### config.mk
export PLATFORM = sky130hd
export DESIGN_NAME = adc_limit_monitor
export DESIGN_NICKNAME = d
export VERILOG_FILES = /design/src/rtl/alm_pkg.sv /design/src/rtl/alm_interval_timer.sv /design/src/rtl/alm_regs.sv /design/src/rtl/alm_sched.sv /design/src/rtl/alm_status.sv /design/src/rtl/adc_limit_monitor.sv
export SDC_FILE = /design/constraint.sdc
export NUM_CORES = 1
export LEC_CHECK = 0
export BUFFER_PORTS_ARGS = -buffer_cell sky130_fd_sc_hd__buf_4
export CAP_MARGIN = 20
export CORE_UTILIZATION = 55
export CTS_CLUSTER_SIZE = 14
export DETAILED_ROUTE_END_ITERATION = 6
export PLACE_DENSITY = 0.71
export SYNTH_ARGS = -nofsm -noshare
export SYNTH_HDL_FRONTEND = slang
export SYNTH_SLANG_ARGS = --single-unit
### constraint.sdc
create_clock -name clk -period 12.15 [get_ports clk]
set_clock_uncertainty 0.2 [all_clocks]
set_input_delay 2.43 -clock clk [delete_from_list [all_inputs] [get_ports clk]]
set_output_delay 2.43 -clock clk [all_outputs]
set_load 0.005 [all_outputs]
### src/rtl/alm_pkg.sv
`timescale 1ns/1ps
package alm_pkg;
   localparam int unsigned CODE_W   = 16;
   localparam int unsigned NUM_TMR  = 3;

   localparam logic [7:0] A_LO_STAT  = 8'h0A;
   localparam logic [7:0] A_HI_STAT  = 8'h0B;
   localparam logic [7:0] A_CH_COUNT = 8'h0F;
   localparam logic [7:0] A_TMR1     = 8'h44;
   localparam logic [7:0] A_TMR23    = 8'h45;
   localparam logic [7:0] A_GLOBAL   = 8'h46;
   localparam logic [7:0] A_KICK     = 8'h47;
   localparam logic [7:0] A_WIN_BASE = 8'h60;

   typedef enum logic [1:0] {
      TSEL_T1  = 2'd0,
      TSEL_T2  = 2'd1,
      TSEL_T3  = 2'd2,
      TSEL_OFF = 2'd3
   } tsel_e;

   typedef enum logic [1:0] {
      S_IDLE   = 2'd0,
      S_SETTLE = 2'd1,
      S_REQ    = 2'd2
   } sched_e;

   typedef struct packed {
      logic [7:0]        src;
      logic [CODE_W-1:0] lo_thr;
      logic [CODE_W-1:0] hi_thr;
      tsel_e             tsel;
      logic [1:0]        cal;
      logic [3:0]        settle;
      logic              meas_en;
      logic              hi_ie;
      logic              lo_ie;
   } chan_cfg_t;
endpackage

### src/rtl/alm_interval_timer.sv
`timescale 1ns/1ps
module alm_interval_timer #(
   parameter int unsigned IV_W = 8
) (
   input  logic            clk,
   input  logic            rst_n,
   input  logic            run_i,
   input  logic            tick_i,
   input  logic [IV_W-1:0] interval_i,
   output logic            fire_o
);
   logic [IV_W-1:0] cnt_q;
   logic [IV_W:0]   cnt_inc;

   assign cnt_inc = {1'b0, cnt_q} + 1'b1;
   assign fire_o  = run_i && tick_i && (interval_i != '0) &&
                    (cnt_inc >= {1'b0, interval_i});

   always_ff @(posedge clk or negedge rst_n) begin
      if (!rst_n)
         cnt_q <= '0;
      else if (!run_i || interval_i == '0 || fire_o)
         cnt_q <= '0;
      else if (tick_i)
         cnt_q <= cnt_inc[IV_W-1:0];
   end
endmodule

### src/rtl/alm_regs.sv
`timescale 1ns/1ps
module alm_regs import alm_pkg::*; #(
   parameter int unsigned NUM_CH    = 8,
   parameter int unsigned SEL_LIMIT = 192,
   parameter int unsigned IV1_W     = 8,
   parameter int unsigned IV23_W    = 4,
   localparam int unsigned CH_W     = $clog2(NUM_CH)
) (
   input  logic              clk,
   input  logic              rst_n,
   input  logic              we,
   input  logic [7:0]        addr,
   input  logic [7:0]        wdata,
   output logic [7:0]        rdata,
   input  logic [NUM_CH-1:0] lo_st_i,
   input  logic [NUM_CH-1:0] hi_st_i,
   output chan_cfg_t         cfg_o [NUM_CH],
   output logic              global_en_o,
   output logic              kick_o,
   output logic [NUM_CH-1:0] lo_clr_o,
   output logic [NUM_CH-1:0] hi_clr_o,
   output logic [IV1_W-1:0]  iv1_o,
   output logic [IV23_W-1:0] iv2_o,
   output logic [IV23_W-1:0] iv3_o
);
   localparam logic [8:0] SEL_LIM9 = 9'(SEL_LIMIT);
   localparam logic [8:0] WIN_END  = 9'(A_WIN_BASE) + 9'(8 * NUM_CH);

   logic            win_hit;
   logic [7:0]      win_off;
   logic [CH_W-1:0] ch_idx;
   logic [2:0]      byte_idx;

   assign win_hit  = ({1'b0, addr} >= {1'b0, A_WIN_BASE}) && ({1'b0, addr} < WIN_END);
   assign win_off  = addr - A_WIN_BASE;
   assign ch_idx   = win_off[CH_W+2:3];
   assign byte_idx = win_off[2:0];

   assign kick_o   = we && (addr == A_KICK) && wdata[7];
   assign lo_clr_o = (we && addr == A_LO_STAT) ? wdata[NUM_CH-1:0] : '0;
   assign hi_clr_o = (we && addr == A_HI_STAT) ? wdata[NUM_CH-1:0] : '0;

   always_ff @(posedge clk or negedge rst_n) begin
      if (!rst_n) begin
         global_en_o <= 1'b0;
         iv1_o       <= '0;
         iv2_o       <= '0;
         iv3_o       <= '0;
      end else if (we) begin
         if (addr == A_GLOBAL) global_en_o <= wdata[7];
         if (addr == A_TMR1)   iv1_o <= wdata[IV1_W-1:0];
         if (addr == A_TMR23) begin
            iv2_o <= wdata[2*IV23_W-1:IV23_W];
            iv3_o <= wdata[IV23_W-1:0];
         end
      end
   end

   for (genvar c = 0; c < NUM_CH; c++) begin : g_win
      chan_cfg_t q;
      logic      hit;
      assign hit      = we && win_hit && (ch_idx == CH_W'(c));
      assign cfg_o[c] = q;
      always_ff @(posedge clk or negedge rst_n) begin
         if (!rst_n) begin
            q      <= '0;
            q.tsel <= TSEL_OFF;
         end else if (hit) begin
            case (byte_idx)
               3'd0: if ({1'b0, wdata} < SEL_LIM9) q.src <= wdata;
               3'd1: q.lo_thr[7:0]  <= wdata;
               3'd2: q.lo_thr[15:8] <= wdata;
               3'd3: q.hi_thr[7:0]  <= wdata;
               3'd4: q.hi_thr[15:8] <= wdata;
               3'd5: q.tsel <= tsel_e'(wdata[1:0]);
               3'd6: begin
                  q.settle <= wdata[3:0];
                  q.cal    <= wdata[5:4];
               end
               default: begin
                  q.meas_en <= wdata[7];
                  q.hi_ie   <= wdata[1];
                  q.lo_ie   <= wdata[0];
               end
            endcase
         end
      end
   end

   always_comb begin
      rdata = '0;
      if (win_hit) begin
         case (byte_idx)
            3'd0: rdata = cfg_o[ch_idx].src;
            3'd1: rdata = cfg_o[ch_idx].lo_thr[7:0];
            3'd2: rdata = cfg_o[ch_idx].lo_thr[15:8];
            3'd3: rdata = cfg_o[ch_idx].hi_thr[7:0];
            3'd4: rdata = cfg_o[ch_idx].hi_thr[15:8];
            3'd5: rdata = {6'd0, cfg_o[ch_idx].tsel};
            3'd6: rdata = {2'd0, cfg_o[ch_idx].cal, cfg_o[ch_idx].settle};
            default: rdata = {cfg_o[ch_idx].meas_en, 5'd0,
                              cfg_o[ch_idx].hi_ie, cfg_o[ch_idx].lo_ie};
         endcase
      end else begin
         case (addr)
            A_LO_STAT:  rdata = 8'(lo_st_i);
            A_HI_STAT:  rdata = 8'(hi_st_i);
            A_CH_COUNT: rdata = 8'(NUM_CH);
            A_TMR1:     rdata = 8'(iv1_o);
            A_TMR23:    rdata = {iv2_o, iv3_o};
            A_GLOBAL:   rdata = {global_en_o, 7'd0};
            default:    rdata = '0;
         endcase
      end
   end
endmodule

### src/rtl/alm_sched.sv
`timescale 1ns/1ps
module alm_sched import alm_pkg::*; #(
   parameter int unsigned NUM_CH = 8,
   localparam int unsigned CH_W  = $clog2(NUM_CH)
) (
   input  logic              clk,
   input  logic              rst_n,
   input  chan_cfg_t         cfg_i [NUM_CH],
   input  logic              global_en_i,
   input  logic              kick_i,
   input  logic [NUM_TMR-1:0] fire_i,
   input  logic              tick_i,
   input  logic              adc_ack_i,
   input  logic [CODE_W-1:0] adc_code_i,
   output logic              adc_req_o,
   output logic [7:0]        adc_sel_o,
   output logic              res_vld_o,
   output logic [CH_W-1:0]   res_ch_o,
   output logic              res_lo_o,
   output logic              res_hi_o
);
   sched_e            state_q;
   logic [CH_W-1:0]   cur_q, last_q, pick;
   logic [3:0]        scnt_q;
   logic [7:0]        sel_q;
   logic [NUM_CH-1:0] pend_q, pend_set, meas_mask, pend_d;
   logic [3:0]        fire_ext;
   logic              found, take;

   assign fire_ext = 4'(fire_i);

   always_comb begin
      for (int c = 0; c < NUM_CH; c++) begin
         logic trig;
         trig = kick_i;
         if (cfg_i[c].tsel != TSEL_OFF)
            trig = trig | fire_ext[cfg_i[c].tsel];
         meas_mask[c] = cfg_i[c].meas_en;
         pend_set[c]  = global_en_i && cfg_i[c].meas_en && trig;
      end
   end

   always_comb begin
      found = 1'b0;
      pick  = '0;
      for (int i = 1; i <= NUM_CH; i++) begin
         if (!found && pend_q[(int'(last_q) + i) % NUM_CH]) begin
            found = 1'b1;
            pick  = CH_W'((int'(last_q) + i) % NUM_CH);
         end
      end
   end

   assign take = (state_q == S_IDLE) && found && global_en_i;

   always_comb begin
      pend_d = (pend_q | pend_set) & meas_mask & {NUM_CH{global_en_i}};
      if (take) pend_d[pick] = 1'b0;
   end

   always_ff @(posedge clk or negedge rst_n) begin
      if (!rst_n) begin
         state_q <= S_IDLE;
         cur_q   <= '0;
         last_q  <= CH_W'(NUM_CH - 1);
         scnt_q  <= '0;
         sel_q   <= '0;
         pend_q  <= '0;
      end else begin
         pend_q <= pend_d;
         case (state_q)
            S_IDLE: if (take) begin
               cur_q   <= pick;
               last_q  <= pick;
               sel_q   <= cfg_i[pick].src;
               scnt_q  <= '0;
               state_q <= S_SETTLE;
            end
            S_SETTLE: begin
               if (!global_en_i)
                  state_q <= S_IDLE;
               else if (scnt_q >= cfg_i[cur_q].settle)
                  state_q <= S_REQ;
               else if (tick_i)
                  scnt_q <= scnt_q + 4'd1;
            end
            S_REQ: if (adc_ack_i) state_q <= S_IDLE;
            default: state_q <= S_IDLE;
         endcase
      end
   end

   assign adc_req_o = (state_q == S_REQ);
   assign adc_sel_o = sel_q;
   assign res_vld_o = (state_q == S_REQ) && adc_ack_i;
   assign res_ch_o  = cur_q;
   assign res_lo_o  = adc_code_i <= cfg_i[cur_q].lo_thr;
   assign res_hi_o  = adc_code_i >= cfg_i[cur_q].hi_thr;
endmodule

### src/rtl/alm_status.sv
`timescale 1ns/1ps
module alm_status import alm_pkg::*; #(
   parameter int unsigned NUM_CH = 8,
   localparam int unsigned CH_W  = $clog2(NUM_CH)
) (
   input  logic              clk,
   input  logic              rst_n,
   input  chan_cfg_t         cfg_i [NUM_CH],
   input  logic              res_vld_i,
   input  logic [CH_W-1:0]   res_ch_i,
   input  logic              res_lo_i,
   input  logic              res_hi_i,
   input  logic [NUM_CH-1:0] lo_clr_i,
   input  logic [NUM_CH-1:0] hi_clr_i,
   output logic [NUM_CH-1:0] lo_st_o,
   output logic [NUM_CH-1:0] hi_st_o,
   output logic              irq_o
);
   logic [NUM_CH-1:0] onehot, lo_set, hi_set;
   logic              irq_d;

   assign onehot = NUM_CH'(1) << res_ch_i;
   assign lo_set = (res_vld_i && res_lo_i) ? onehot : '0;
   assign hi_set = (res_vld_i && res_hi_i) ? onehot : '0;

   always_comb begin
      irq_d = 1'b0;
      for (int c = 0; c < NUM_CH; c++)
         irq_d = irq_d | (cfg_i[c].meas_en &&
                 ((lo_st_o[c] && cfg_i[c].lo_ie) || (hi_st_o[c] && cfg_i[c].hi_ie)));
   end

   always_ff @(posedge clk or negedge rst_n) begin
      if (!rst_n) begin
         lo_st_o <= '0;
         hi_st_o <= '0;
         irq_o   <= 1'b0;
      end else begin
         lo_st_o <= (lo_st_o & ~lo_clr_i) | lo_set;
         hi_st_o <= (hi_st_o & ~hi_clr_i) | hi_set;
         irq_o   <= irq_d;
      end
   end
endmodule

### src/rtl/adc_limit_monitor.sv
`timescale 1ns/1ps
module adc_limit_monitor import alm_pkg::*; #(
   parameter int unsigned NUM_CH    = 8,
   parameter int unsigned SEL_LIMIT = 192,
   parameter int unsigned IV1_W     = 8,
   parameter int unsigned IV23_W    = 4
) (
   input  logic              clk,
   input  logic              rst_n,
   input  logic              reg_we,
   input  logic [7:0]        reg_addr,
   input  logic [7:0]        reg_wdata,
   output logic [7:0]        reg_rdata,
   input  logic              tick,
   output logic              adc_req,
   output logic [7:0]        adc_sel,
   input  logic              adc_ack,
   input  logic [CODE_W-1:0] adc_code,
   output logic              irq
);
   localparam int unsigned CH_W = $clog2(NUM_CH);

   if (NUM_CH < 2 || NUM_CH > 8) begin : g_bad_ch
      $error("NUM_CH must lie in 2..8");
   end
   if (IV1_W > 8 || 2 * IV23_W != 8) begin : g_bad_iv
      $error("timer interval widths do not fit their registers");
   end
   if (SEL_LIMIT > 256) begin : g_bad_sel
      $error("SEL_LIMIT exceeds byte range");
   end

   chan_cfg_t          cfg [NUM_CH];
   logic               global_en, kick;
   logic [NUM_CH-1:0]  lo_clr, hi_clr, lo_status, hi_status;
   logic [IV1_W-1:0]   iv1;
   logic [IV23_W-1:0]  iv2, iv3;
   logic [IV1_W-1:0]   iv [NUM_TMR];
   logic [NUM_TMR-1:0] fire;
   logic               res_vld, res_lo, res_hi;
   logic [CH_W-1:0]    res_ch;

   alm_regs #(.NUM_CH(NUM_CH), .SEL_LIMIT(SEL_LIMIT), .IV1_W(IV1_W), .IV23_W(IV23_W)) i_regs (
      .clk(clk), .rst_n(rst_n), .we(reg_we), .addr(reg_addr), .wdata(reg_wdata),
      .rdata(reg_rdata), .lo_st_i(lo_status), .hi_st_i(hi_status), .cfg_o(cfg),
      .global_en_o(global_en), .kick_o(kick), .lo_clr_o(lo_clr), .hi_clr_o(hi_clr),
      .iv1_o(iv1), .iv2_o(iv2), .iv3_o(iv3));

   assign iv[0] = iv1;
   assign iv[1] = IV1_W'(iv2);
   assign iv[2] = IV1_W'(iv3);

   for (genvar t = 0; t < NUM_TMR; t++) begin : g_tmr
      alm_interval_timer #(.IV_W(IV1_W)) i_tmr (
         .clk(clk), .rst_n(rst_n), .run_i(global_en), .tick_i(tick),
         .interval_i(iv[t]), .fire_o(fire[t]));
   end

   alm_sched #(.NUM_CH(NUM_CH)) i_sched (
      .clk(clk), .rst_n(rst_n), .cfg_i(cfg), .global_en_i(global_en), .kick_i(kick),
      .fire_i(fire), .tick_i(tick), .adc_ack_i(adc_ack), .adc_code_i(adc_code),
      .adc_req_o(adc_req), .adc_sel_o(adc_sel), .res_vld_o(res_vld), .res_ch_o(res_ch),
      .res_lo_o(res_lo), .res_hi_o(res_hi));

   alm_status #(.NUM_CH(NUM_CH)) i_status (
      .clk(clk), .rst_n(rst_n), .cfg_i(cfg), .res_vld_i(res_vld), .res_ch_i(res_ch),
      .res_lo_i(res_lo), .res_hi_i(res_hi), .lo_clr_i(lo_clr), .hi_clr_i(hi_clr),
      .lo_st_o(lo_status), .hi_st_o(hi_status), .irq_o(irq));
endmodule

==> run metrics, run 1 <==
Critical Path RT 9.52 ns; initial antenna violation count 1; Clock Sinks 494; H-tree depth 2; total grt overflow 0; vias in the first global route 19600; total core area approximately 0.05 mm^2; pwr/cell area approximately 120 mW/mm^2; largest net degree at the start of global routing roughly 160; Worst Tran Pin Value 1.21 ns; initial DRC count between 1500 and 2000; Hold-fix buffers, CTS 0; RSZ-0062 raised after global routing false; clock buffer count from CTS 53; Area Growth Syn to Fin 9.18%; sequential fraction of the synthesis area 0.441; DR WL/cell 27.3 um; Peak VDD IR 0.000108 V; Worst setup SP type input port; worst min path class register to register; Worst-path clk slew 0.06 ns; root buffer cell clkbuf_16; ant diodes 0; via density per instance between 6 and 7; chip width approximately 230 um; # IOs 55; RD Place Congestion 0.938; die height between 200 and 250 um; overall routed net length a little under 80000 um; Final Hold Viols 0; Mapped Area 0.0281 mm^2; ANT nets after route 0; NumNets Final approximately 2200; Setup TNS 0 ns; achievable frequency 0.115 GHz; Leak Pwr 13.8 nW; Row Count 82; yosys warns 0; Fin Hold WS 0.295 ns; fillers 3903; I/O Buffers 54; async set or reset register ratio after synthesis 1.00; via count 19300; post-CTS setup buffer count 0; MaxCap Viol Count 0; Worst-Skew Late Latency 0.61 ns; HPWL after detailed placement 52300 um; Avg Cell Area, Syn 13.0 um^2; Starting Density 0.559; Final Max Tran Viols 0; first-pass GRT wire length between 100000 and 150000 um; CTS tree built; Yosys reg bits roughly 490; DR DRC count 0; post-CTS resize count 0; Mapped Cells 2156; Util after Layout 0.610; status finished clean; final setup fails 0; Syn Nets 2251; crit-path max FO a little over 60; Worst slew margin 0.191; final period utilization 0.718; layout cells sized above 1 0.366; Die ar. 0.0520 mm^2; Critical Path End Type primary output; Crit Path Class input port to primary output; Tot GR Track Use 0.306; post-synth cell types 74; Arrival @ worst endpoint 6.09 ns; DRT Pass-1 Iters 5; Clock Tree Buf Depth 3; Post-synth EDFFs 0; Synth Flop Type dfrtp_1; fin crit period 8.72 ns
-- cells by family after synthesis --
group,synth area share
AOI/OAI and AO/OA,0.0606
xor gates and xnor gates,0.00842
adders and majority gates,0.0258
buffers and inverters,0.0277
DFF,0.441
muxes,0.371
and+or+nand+nor,0.0654
-- state kept, by name (all words and copies together), names as in the netlist --
| register | cells |
|---|---|
| g_tmr.i_tmr.cnt_q | 24 |
| i_regs.cfg_o | 408 |
| i_regs.global_en_o | 1 |
| i_regs.iv1_o | 8 |
| i_regs.iv2_o | 4 |
| i_regs.iv3_o | 4 |
| i_sched.adc_sel_o | 8 |
| i_sched.last_q | 3 |
| i_sched.pend_q | 8 |
| i_sched.res_ch_o | 3 |
| i_sched.scnt_q | 4 |
| i_sched.state_q | 2 |
| i_status.hi_st_o | 8 |
| i_status.irq_o | 1 |
| i_status.lo_st_o | 8 |
-- path summary, 6_finish.rpt --
check                                                  from                          endpoint  slack, ns  cells after the start
setup reg to reg            i_sched.res_ch_o[0]$_DFFE_PN0P_     i_status.hi_st_o[7]$_DFF_PN0_       6.89                     11
min in group asynchronous                             rst_n       i_sched.pend_q[5]$_DFF_PN0_       1.69                      1
setup / recovery                                reg_addr[4]                      reg_rdata[0]       3.43                      9
hold reg to reg            i_sched.adc_sel_o[5]$_DFFE_PN0P_  i_sched.adc_sel_o[5]$_DFFE_PN0P_       0.29                      2
hold / removal             i_sched.adc_sel_o[5]$_DFFE_PN0P_  i_sched.adc_sel_o[5]$_DFFE_PN0P_       0.29                      2
max in group asynchronous                             rst_n      i_regs.cfg_o[74]$_DFFE_PN0P_       8.29                      3
-- cells in the final DEF, fill, tap and decap left out, types with 14 or more instances in the layout --
cell,instances
a22oi_1,30
buf_4,74
mux2i_1,132
o21ai_0,51
xor2_1,18
nand4_1,14
a21oi_1,33
nand2_1,158
a21o_1,20
mux4_2,182
mux2_2,431
clkbuf_1,19
dfstp_2,19
nor2_1,101
ha_1,58
nor3_1,16
dfrtp_1,472
inv_1,39
clkbuf_16,53
nand3_1,33
nor2b_1,16
-- critical path, cell delays in order --
cell and delay [ns]:
buf_4 0.56, buf_4 0.87, mux4_2 0.42, mux2i_1 0.47, o22ai_1 0.16, or4_1 0.56, nand2_1 0.18, o2111ai_1 0.16
buf_4 0.18
-- metal layers --
layer	wire length, um	global-route usage
met1	31900	0.426
met2	36900	0.481
met3	6420	0.0594
met4	2910	0.111
met5	13	0
-- cell type report --
type / count / area (um^2) / share of cell area
Clock buffer: 83 / 1550 / 0.0505
Clock inverter: 12 / 161 / 0.00526
Inverter: 40 / 150 / 0.00490
Multi-Input combinational cell: 1483 / 14900 / 0.487
Sequential cell: 494 / 12400 / 0.404
Tap cell: 672 / 841 / 0.0274
Timing Repair Buffer: 78 / 629 / 0.0205
-- cell usage after synthesis (12+ instances only) --
| master | instances | area share |
|---|---|---|
| nand2_1 | 158 | 0.021 |
| nand2b_1 | 12 | 0.0027 |
| xor2_1 | 18 | 0.0056 |
| o21ai_0 | 51 | 0.0091 |
| a22oi_1 | 30 | 0.0080 |
| o22ai_1 | 13 | 0.0029 |
| buf_1 | 16 | 0.0021 |
| nand3_1 | 33 | 0.0059 |
| ha_1 | 58 | 0.026 |
| nand4_1 | 14 | 0.0031 |
| nor2b_1 | 16 | 0.0036 |
| a21oi_1 | 33 | 0.0059 |
| mux4_2 | 182 | 0.15 |
| and3_1 | 12 | 0.0027 |
| a22o_1 | 13 | 0.0041 |
| buf_2 | 12 | 0.0021 |
| mux2_2 | 431 | 0.17 |
| inv_1 | 39 | 0.0052 |
| nor2_1 | 101 | 0.013 |
| a21o_1 | 20 | 0.0053 |
| dfrtp_1 | 475 | 0.42 |
| dfstp_2 | 19 | 0.018 |
| clkbuf_1 | 101 | 0.013 |
| nor3_1 | 16 | 0.0029 |
| mux2i_1 | 132 | 0.047 |
-- stage by stage --
step | area [um^2] | cells | total power, mW | worst slack, ns
floorplan | 28100 | 2156 | 1.98 | 4.88
global placement | 28900 | 2766 | 2.10 | 3.55
detailed placement | 28900 | 2766 | 2.12 | 3.57
CTS | 30600 | 2861 | 3.72 | 3.56
global route | 30700 | 2862 | 3.83 | 3.27
finish | 30700 | 2862 | 3.70 | 3.43
-- where the power goes --
| part | leakage [nW] | switching, mW | internal, mW |
|---|---|---|---|
| clock | 0.839 | 0.673 | 0.936 |
| sequential | 6.76 | 0.0537 | 1.71 |
| combinational | 6.19 | 0.177 | 0.146 |
No activity file was read; power rests on OpenSTA's default activity.
==> run 2: changes to the inputs <==
--- a/config.mk
+++ b/config.mk
@@ -5,6 +5,7 @@
 export SDC_FILE = /design/constraint.sdc
 export NUM_CORES = 1
 export LEC_CHECK = 0
+export ABC_AREA = 1
 export BUFFER_PORTS_ARGS = -buffer_cell sky130_fd_sc_hd__buf_4
 export CAP_MARGIN = 20
 export CORE_UTILIZATION = 55
==> constraint.sdc (replaced) <==
create_clock -name clk -period 8.35 [get_ports clk]
set_clock_uncertainty 0.2 [all_clocks]
set_input_delay 1.67 -clock clk [delete_from_list [all_inputs] [get_ports clk]]
set_output_delay 1.67 -clock clk [all_outputs]
set_load 0.005 [all_outputs]
==> run metrics, run 2 <==
largest family of logic cells by synthesized area simple AND/OR/NAND/NOR gates; via count 25800 (+34%); yosys warns 0 (unchanged); root buffer cell clkbuf_16; most frequent cell after synthesis nand2_1; HPWL after detailed placement 58100 um (+11%); Critical Path RT 6.48 ns (-3.04 ns); Synth Area in Simple Gates 0.223 (+0.157); Yosys top cell by area dfrtp_1; Mapped Cells 3388 (+57%); Area Growth Syn to Fin 9.74%; Synth Area in Adders 0.0274 (+0.00153); initial DRC count 3170 (+76%); Die ar. 0.0491 mm^2 (-5.6%); DR WL/cell 23.0 um (-16%); Critical Path Source reg_addr[3]; overall routed net length 91700 um (+17%); Worst setup SP type input port; pwr/cell area 273 mW/mm^2 (+130%); Post-synth EDFFs 0 (unchanged); Synth Area in Compound Gates 0.207 (+0.146); Worst-Skew Late Latency 0.62 ns (about the same); Syn Nets 3483 (+55%); DRT Pass-1 Iters 6 (+1); largest net degree at the start of global routing 188 (+16%); Starting Density 0.557 (-0.00225); total core area 0.0476 mm^2 (-5.2%); Leak Pwr 12.7 nW (-8.1%); layout cells sized above 1 0.0752 (-0.291); post-CTS setup buffer count 0 (unchanged); final setup fails 0 (unchanged); hold_sp i_sched.adc_sel_o[3]$_DFFE_PN0P_; ant diodes 0 (unchanged); DR DRC count 0 (unchanged); Critical Path End Type primary output; Worst slew margin 0.133 (-0.0583); Worst-path clk slew 0.06 ns (about the same); total grt overflow 0 (unchanged); largest cells by area after synthesis dfrtp_1 (45%), nand2_1 (15%), o21ai_0 (10%); commonest non-fill, non-tap cell in the layout nand2_1; Arrival @ worst endpoint 4.68 ns (-1.41 ns); Avg Cell Area, Syn 7.83 um^2 (-40%); crit-path max FO 12 (-81%); I/O Buffers 54 (unchanged); xor/xnor share of the synthesized area 0.00793 (-0.000491); RSZ-0062 raised after global routing false; reg-to-reg startpoint i_sched.last_q[0]$_DFFE_PN1P_; final period utilization 0.784; Hold-fix buffers, CTS 0 (unchanged); first-pass GRT wire length 143000 um (+17%); initial antenna violation count 2 (+1); vias in the first global route 24400 (+25%); ANT nets after route 0 (unchanged); Largest register FFs 408 (unchanged); status finished clean; CTS tree built; Row Count 80 (-2.4%); Final Max Tran Viols 0 (unchanged); H-tree depth 2 (unchanged); Tot GR Track Use 0.374 (+0.0681); Final Hold Viols 0 (unchanged); overall power 7.96 mW (+110%); most frequent cells in the layout nand2_1 (1042), o21ai_0 (553), dfrtp_1 (474); Post-synth top cells nand2_1 (1043), o21ai_0 (553), dfrtp_1 (475); die height 222 um (-2.8%); achievable frequency 0.153 GHz; sequential fraction of the synthesis area 0.467 (+0.0262); Clock Tree Buf Depth 3 (unchanged); Synth Flop Type dfrtp_1; RD Place Congestion 0.945 (+0.75%); post-synthesis mux area share 0.000425 (-0.371); worst min path class register to register; NumNets Final 3432 (+53%); Setup TNS 0 ns (unchanged); chip width 222 um (-2.8%); post-CTS resize count 0 (unchanged); Mapped Area 0.0265 mm^2 (-5.6%); fin crit period approximately 6.6 ns; Peak VDD IR 0.000391 V (+260%); top-area cell type share of the netlist area 0.448 (+0.0251); MaxCap Viol Count 0 (unchanged); via density per instance 6.45 (-4.3%); Crit Path Class input port to primary output; # IOs 55 (unchanged); Worst Tran Pin Value 1.29 ns (+0.0849 ns); clock buffer count from CTS 54 (+1.9%); Clock Sinks 494 (unchanged); Yosys reg bits 494 (unchanged); post-synth cell types 62 (-16%); async set or reset register ratio after synthesis 1.00 (unchanged)
## run 2: cell count changes after synthesis, sizes merged, moves of 29 or more
cell	delta
nand2	+889
o21ai	+499
mux2	-430
inv	+208
mux4	-187
nand3	+139
mux2i	-133
clkbuf	+81
o22ai	+58
a22oi	+54
nand4	+50
o2111ai	+29
## run 2: cell type report
class                      count  area (um^2)
clock inverter                 8         67.6
tap                          615          769
inverter                     249          937
timing repair buffer         105          855
fill                        4219        18500
multi-input combinational   2433        12400
sequential                   494        12400
clock buffer                  89         1690
## run 2: report_power, final
group / leakage, nW / internal (mW) / switching (mW)
combinational: 5.09 / 0.695 / 2.13
sequential: 6.71 / 2.57 / 0.166
clock: 0.862 / 1.40 / 0.992
total: 12.7 / 4.67 / 3.29
## run 2: worst max-delay path, stage by stage
cell	delay (ns)
buf_4	0.16
inv_1	0.10
nor2_4	0.05
inv_1	0.31
buf_4	0.36
o22ai_1	0.11
o311ai_0	0.70
nand2_1	0.11
o31ai_1	0.64
nand3_1	0.23
buf_4	0.20
## run 2: worst paths after layout
check                                                 endpoint  slack, ns  cells past startpoint
setup / recovery                                  reg_rdata[4]       1.80                     11
hold / removal                i_sched.adc_sel_o[3]$_DFFE_PN0P_       0.28                      2
setup reg to reg              i_sched.adc_sel_o[6]$_DFFE_PN0P_       3.32                     19
hold reg to reg               i_sched.adc_sel_o[3]$_DFFE_PN0P_       0.28                      2
max in group asynchronous        i_regs.cfg_o[188]$_DFFE_PN0P_       5.59                      2
min in group asynchronous  g_tmr[1].i_tmr.cnt_q[5]$_DFFE_PN0P_       0.83                      1
## run 2: metal layers
metal / vias up / routed length [um] / track usage / part of all wire
met3: 302 / 10500 / 0.0826 / 0.11
li1: 11500 / - / - / -
met4: 4 / 4370 / 0.167 / 0.048
met1: 12300 / 36400 / 0.510 / 0.40
met2: 1629 / 40400 / 0.576 / 0.44
met5: - / 28 / 0 / 0.00031
## run 2: logic make-up (layout without fill, tap and decap cells)
| group | count (synthesis) | count (layout) |
|---|---|---|
| fa+ha+maj | 58 | 58 |
| mux | 1 | 1 |
| compound gates | 928 | 928 |
| flops | 494 | 494 |
| buf+inv | 461 | 451 |
| simple gates | 1425 | 1425 |
| xor+xnor | 21 | 21 |
## run 2: through the flow
stage               setup slack, ns  area [um^2]  hold slack, ns  utilization  std cells
finish                         1.80        29100           0.283        0.611       3993
global route                   1.67        29100           0.299        0.611       3993
CTS                            1.96        29100           0.288        0.610       3989
detailed placement             1.96        27300           0.273        0.573       3892
global placement               1.98        27300           0.266        0.573       3890
floorplan                      3.21        26500           0.253            -       3388
